**config.mk**
```make
export PLATFORM = sky130hd
export DESIGN_NAME = wide_tick_counter
export DESIGN_NICKNAME = d
export VERILOG_FILES = /design/src/rtl/wtc_pkg.sv /design/src/rtl/wtc_regif.sv /design/src/rtl/wtc_count_core.sv /design/src/rtl/wtc_sticky.sv /design/src/rtl/wide_tick_counter.sv
export SDC_FILE = /design/constraint.sdc
export NUM_CORES = 1
export LEC_CHECK = 0
export ABC_AREA = 0
export BUFFER_PORTS_ARGS = -buffer_cell sky130_fd_sc_hd__buf_2
export CAP_MARGIN = 25
export CORE_UTILIZATION = 47
export DETAILED_ROUTE_END_ITERATION = 12
export HOLD_SLACK_MARGIN = 0.03
export PLACE_DENSITY = 0.75
export REMOVE_ABC_BUFFERS = 1
export SLEW_MARGIN = 20
export SYNTH_ARGS = -nofsm -noshare
export SYNTH_HDL_FRONTEND = slang
export SYNTH_SLANG_ARGS = --single-unit
```
**constraint.sdc**
```tcl
create_clock -name clk -period 7.9 [get_ports clk]
set_input_delay 2.37 -clock clk [delete_from_list [all_inputs] [get_ports clk]]
set_output_delay 2.37 -clock clk [all_outputs]
set_load 0.01 [all_outputs]
```
**src/rtl/wtc_pkg.sv**
```systemverilog
`timescale 1ns/1ps
package wtc_pkg;
  localparam int OFF_CNT_LO = 'h100;
  localparam int OFF_CNT_HI = 'h104;
  localparam int OFF_ST_CNT = 'h110;
  localparam int OFF_CTL    = 'h240;
  localparam int OFF_ST_CTL = 'h24C;
  localparam int START_BIT  = 8;
  localparam int ST_CTL_BIT = 16;
  localparam int NWORDS     = 2;

  typedef struct packed {
    logic cnt_lo;
    logic cnt_hi;
    logic st_cnt;
    logic ctl;
    logic st_ctl;
  } wtc_wr_t;
endpackage

```
**src/rtl/wtc_regif.sv**
```systemverilog
`timescale 1ns/1ps
module wtc_regif
  import wtc_pkg::*;
#(
  parameter int ADDR_W = 12,
  parameter int WORD_W = 32
) (
  input  logic [ADDR_W-1:0]   addr,
  input  logic                we,
  input  logic [2*WORD_W-1:0] count,
  input  logic [1:0]          st_cnt,
  input  logic                start,
  input  logic                st_ctl,
  output wtc_wr_t             wr,
  output logic [WORD_W-1:0]   rdata
);
  logic hit_lo, hit_hi, hit_sc, hit_ctl, hit_sg;

  always_comb begin
    hit_lo  = (addr == ADDR_W'(OFF_CNT_LO));
    hit_hi  = (addr == ADDR_W'(OFF_CNT_HI));
    hit_sc  = (addr == ADDR_W'(OFF_ST_CNT));
    hit_ctl = (addr == ADDR_W'(OFF_CTL));
    hit_sg  = (addr == ADDR_W'(OFF_ST_CTL));
    wr.cnt_lo = we & hit_lo;
    wr.cnt_hi = we & hit_hi;
    wr.st_cnt = we & hit_sc;
    wr.ctl    = we & hit_ctl;
    wr.st_ctl = we & hit_sg;
  end

  always_comb begin
    rdata = '0;
    if (hit_lo)  rdata = count[WORD_W-1:0];
    if (hit_hi)  rdata = count[2*WORD_W-1:WORD_W];
    if (hit_sc)  rdata[1:0] = st_cnt;
    if (hit_ctl) rdata[START_BIT] = start;
    if (hit_sg)  rdata[ST_CTL_BIT] = st_ctl;
  end
endmodule

```
**src/rtl/wtc_count_core.sv**
```systemverilog
`timescale 1ns/1ps
module wtc_count_core
  import wtc_pkg::*;
#(
  parameter int WORD_W = 32
) (
  input  logic                 clk,
  input  logic                 rst_n,
  input  logic [NWORDS-1:0]    ld,
  input  logic [WORD_W-1:0]    wdata,
  input  logic                 run,
  output logic [NWORDS*WORD_W-1:0] count
);
  localparam int CW = NWORDS * WORD_W;

  logic [CW-1:0] cnt_q, cnt_nxt, cnt_inc;
  logic          ld_any, cnt_en;

  assign ld_any  = |ld;
  assign cnt_en  = ld_any | run;
  assign cnt_inc = cnt_q + CW'(1);

  for (genvar g = 0; g < NWORDS; g++) begin : g_word
    always_comb begin
      if (ld[g])
        cnt_nxt[g*WORD_W +: WORD_W] = wdata;
      else if (ld_any)
        cnt_nxt[g*WORD_W +: WORD_W] = cnt_q[g*WORD_W +: WORD_W];
      else
        cnt_nxt[g*WORD_W +: WORD_W] = cnt_inc[g*WORD_W +: WORD_W];
    end
  end

  always_ff @(posedge clk or negedge rst_n) begin
    if (!rst_n)      cnt_q <= '0;
    else if (cnt_en) cnt_q <= cnt_nxt;
  end

  assign count = cnt_q;
endmodule

```
**src/rtl/wtc_sticky.sv**
```systemverilog
`timescale 1ns/1ps
module wtc_sticky #(
  parameter int N = 2
) (
  input  logic         clk,
  input  logic         rst_n,
  input  logic [N-1:0] set,
  input  logic         clr_en,
  input  logic [N-1:0] clr_mask,
  output logic [N-1:0] q
);
  logic [N-1:0] q_r, q_nxt;
  logic         upd;

  assign upd = clr_en | (|set);

  always_comb begin
    q_nxt = q_r;
    if (clr_en) q_nxt = q_nxt & ~clr_mask;
    q_nxt = q_nxt | set;
  end

  always_ff @(posedge clk or negedge rst_n) begin
    if (!rst_n)   q_r <= '0;
    else if (upd) q_r <= q_nxt;
  end

  assign q = q_r;
endmodule

```
**src/rtl/wide_tick_counter.sv**
```systemverilog
`timescale 1ns/1ps
module wide_tick_counter
  import wtc_pkg::*;
#(
  parameter int ADDR_W = 12,
  parameter int WORD_W = 32
) (
  input  logic                clk,
  input  logic                rst_n,
  input  logic [ADDR_W-1:0]   bus_addr,
  input  logic                bus_we,
  input  logic [WORD_W-1:0]   bus_wdata,
  output logic [WORD_W-1:0]   bus_rdata,
  input  logic                tick_en,
  output logic [2*WORD_W-1:0] count_o
);
  logic [1:0]  rst_sync_q;
  logic        rst_n_s;
  wtc_wr_t     wr;
  logic        start_q;
  logic [1:0]  st_cnt_q;
  logic [0:0]  st_ctl_q;
  logic        unused_wdata;

  always_ff @(posedge clk or negedge rst_n) begin
    if (!rst_n) rst_sync_q <= 2'b00;
    else        rst_sync_q <= {rst_sync_q[0], 1'b1};
  end
  assign rst_n_s = rst_sync_q[1];

  wtc_regif #(.ADDR_W(ADDR_W), .WORD_W(WORD_W)) u_regif (
    .addr(bus_addr), .we(bus_we), .count(count_o), .st_cnt(st_cnt_q),
    .start(start_q), .st_ctl(st_ctl_q[0]), .wr(wr), .rdata(bus_rdata)
  );

  wtc_count_core #(.WORD_W(WORD_W)) u_core (
    .clk(clk), .rst_n(rst_n_s), .ld({wr.cnt_hi, wr.cnt_lo}),
    .wdata(bus_wdata), .run(start_q & tick_en), .count(count_o)
  );

  always_ff @(posedge clk or negedge rst_n_s) begin
    if (!rst_n_s)    start_q <= 1'b0;
    else if (wr.ctl) start_q <= bus_wdata[START_BIT];
  end

  wtc_sticky #(.N(2)) u_st_cnt (
    .clk(clk), .rst_n(rst_n_s), .set({wr.cnt_hi, wr.cnt_lo}),
    .clr_en(wr.st_cnt), .clr_mask(bus_wdata[1:0]), .q(st_cnt_q)
  );

  wtc_sticky #(.N(1)) u_st_ctl (
    .clk(clk), .rst_n(rst_n_s), .set(wr.ctl),
    .clr_en(wr.st_ctl), .clr_mask(bus_wdata[ST_CTL_BIT]), .q(st_ctl_q)
  );

  assign unused_wdata = ^bus_wdata;
endmodule

```
==> out/qor.yml <==
status:
  status: "completed"
global_routing:
  antenna_found_initial: 0
  grt_overflow: 0
  grt_pass1_wl_um: 25760
  grt_usage: 0.3276
  grt_pass1_vias: 4895
  grt_max_degree: 69
cts:
  post_cts_resized: 0
  clkLatencyLatePin_ps: 350
  cts_made_buffers: 9
  cts_hold_buffers: 0
  cts.sinks: 70
  cts_tree: "yes"
  htree_levels: 3
  clk_pin_slew_ps: 80
  clk_path_buf_depth: 2
  root_buffer: "clkbuf_8"
  post-cts-setup-buffers: 0
yosys:
  ys_warn_count: 0
  synthArstFlopShare: 1.000
  synth_top_area_cell: "dfrtp_1"
  ys_types: 53
  syn-cell-area_um2: 4653
  yosysTopAreaCellShare: 0.3764
  syn_area_per_cell_um2: 8.078
  netlist_instances: 576
  synth_top_flop_cell: "dfrtp_1"
  yosysMostFrequentCell: "nand2_1"
  synth_common_cells: "nand2_1, dfrtp_1, o21ai_0"
  synthTopCellsByArea: "dfrtp_1, nand2_1, a22o_1, o21ai_0, nand3_1"
  ys_seq_area_frac: 0.3764
  synth_seq_cells: 70
  synth-edff-count: 0
timing:
  rsz0062_at_grt: "false"
  slew_viol_final: 0
  skew_ps: 8.915
  tns_ps: 0
  fin_ws_ps: 1121
  period_minus_slack_ps: 6779
  setup_viol: 0
  worstMarginPinSlew_ps: 890.8
  fmax_mhz: 147.5
  finalHoldViolations: 0
  min_period_over_period: 0.8581
  slew_headroom: 0.4061
setup_path:
  critical_path_class: "primary input to output pin"
  worstReg2RegEnd: "u_core.count[63]"
  startpoint_type: "primary input"
  regToRegStartpoint: "u_core.count[7]"
  critPathCaptureType: "output pin"
  worstPathMaxFanout: 15
  crit_chain: "buf_2 > nor4_1 > nand3_1 > nor3_2 > buf_4 > a222oi_1 > inv_1 > buf_2"
  crit_arrival_ps: 4410
  slowest_delay_ps: 640
  critPathMostFrequentCell: "buf_2"
  r2r_cells: 5
  endpoint: "bus_rdata[16]"
  crit_start: "bus_addr[11]"
  slowest_stage: "nor4_1"
  reg2reg_slack_ps: 4810
  cp.required_ps: 5530
floorplan:
  initial_core_util: 0.4942
  core_um2: 9415
  die_y_um: 101.5
  die_w_um: 101.5
  die_area_um2: 10300
  ioPinCount: 144
  rows: 35
place:
  hpwl_um: 11620
  dpl_worst_slack_ps: 1165
  port-buffer-count: 143
  gp_congestion: 0.9204
routing:
  ant_nets: 0
  dr.first_iter.drc_count: 559
  wl_um: 16700
  drt_pass1_iterations: 5
  vias: 5366
  viasPerCell: 6.350
  drc: 0
  routedWlPerCell_um: 19.76
cells_and_area:
  antenna_cells: 0
  register_area_um2: 1753
  drive_gt1_frac: 0.2570
  final_util: 0.6027
  multiInputGateArea_um2: 2754
  fin_nets: 760
  nFillCells: 878
  area.growth.synth_to_final_pct: 21.94
power:
  power_uw: 680.3
  irDropWorstVdd_mv: 0.07847
  leakagePower_uw: 0.002592
  powerDensity_nw_per_um2: 119.9
flow_run:
  cap_violations: 0
min_path:
  holdCritPathClass: "flop to flop"
[report_power, final]
group | switching (uW) | total, uW | internal (uW)
Sequential | 11.9 | 376 | 364
Combinational | 28.9 | 48.6 | 19.7
Clock | 142 | 255 | 113
Total | 183 | 680 | 497
[per-layer routing]
metal  track usage  wire (um)  vias up
li1              -          -     2431
met1        0.4524       6933     2559
met2        0.5208       7856      326
met3       0.06142       1492       50
met4        0.1014        415        0
met5             0          0        -
[layout make-up]
class                      instances  share of cell area
clock buffer                      12             0.02381
clock inverter                     4            0.004190
inverter                          13            0.008600
multi-input combinational        463              0.4853
sequential                        70              0.3089
tap                              129             0.02845
timing repair buffer             154              0.1407
[worst max-delay path, delay by kind of cell]
| kind | cells | cell delay [ps] |
|---|---|---|
| simple gates | 3 | 1340 |
| buf+inv | 4 | 550 |
| compound gates | 1 | 130 |
[state kept, by name (all words and copies together), names as in the netlist]
name          flops
rst_sync_q        2
start_q           1
u_core.count     64
u_st_cnt.q        2
u_st_ctl.q        1
[layout by cell type (no fill, tap or decap), types with 9 or more instances in the layout]
cell type	count
buf_2	143
nand2_1	84
dfrtp_1	69
o21ai_0	49
nand3_1	38
nor2_1	36
a22o_1	30
nand4_1	26
a21oi_1	26
nor3_1	24
nor4_1	17
xnor2_1	15
inv_1	13
xor2_1	12
buf_4	11
and3_1	9
clkbuf_8	9
[how the worst min path moves through the flow]
stage | cells after the start | startpoint | to | slack (ps)
floorplan | 0 | rst_sync_q[0] | rst_sync_q[1] | 330
global placement | 0 | rst_sync_q[0] | rst_sync_q[1] | 340
detailed placement | 0 | rst_sync_q[0] | rst_sync_q[1] | 350
CTS | 0 | rst_sync_q[0] | rst_sync_q[1] | 360
global route | 0 | rst_sync_q[0] | rst_sync_q[1] | 370
finish | 0 | rst_sync_q[0] | rst_sync_q[1] | 360
[cell families (layout without fill, tap and decap cells)]
logic type               after synthesis  after routing  share of synthesized area
other                                  1              1                  0.0008059
buffers and inverters                 43            183                    0.03684
XOR/XNOR                              27             27                    0.05082
AND/OR/NAND/NOR                      282            282                     0.3159
adder cells (fa/ha/maj)                1              1                   0.002688
flip-flops                            70             70                     0.3764
AO/OA/AOI/OAI                        149            149                     0.2097
multiplexers                           3              3                   0.006722
[per-stage QoR]
stage,hold WS [ps],instances,area [um2]
after CTS,364.8,844,5667
after global placement,337.3,828,5508
after detailed placement,347.0,828,5508
final,359.9,845,5674
after global routing,374.3,845,5674
after floorplan,331.2,546,4531
No activity file was read; power rests on OpenSTA's default activity.
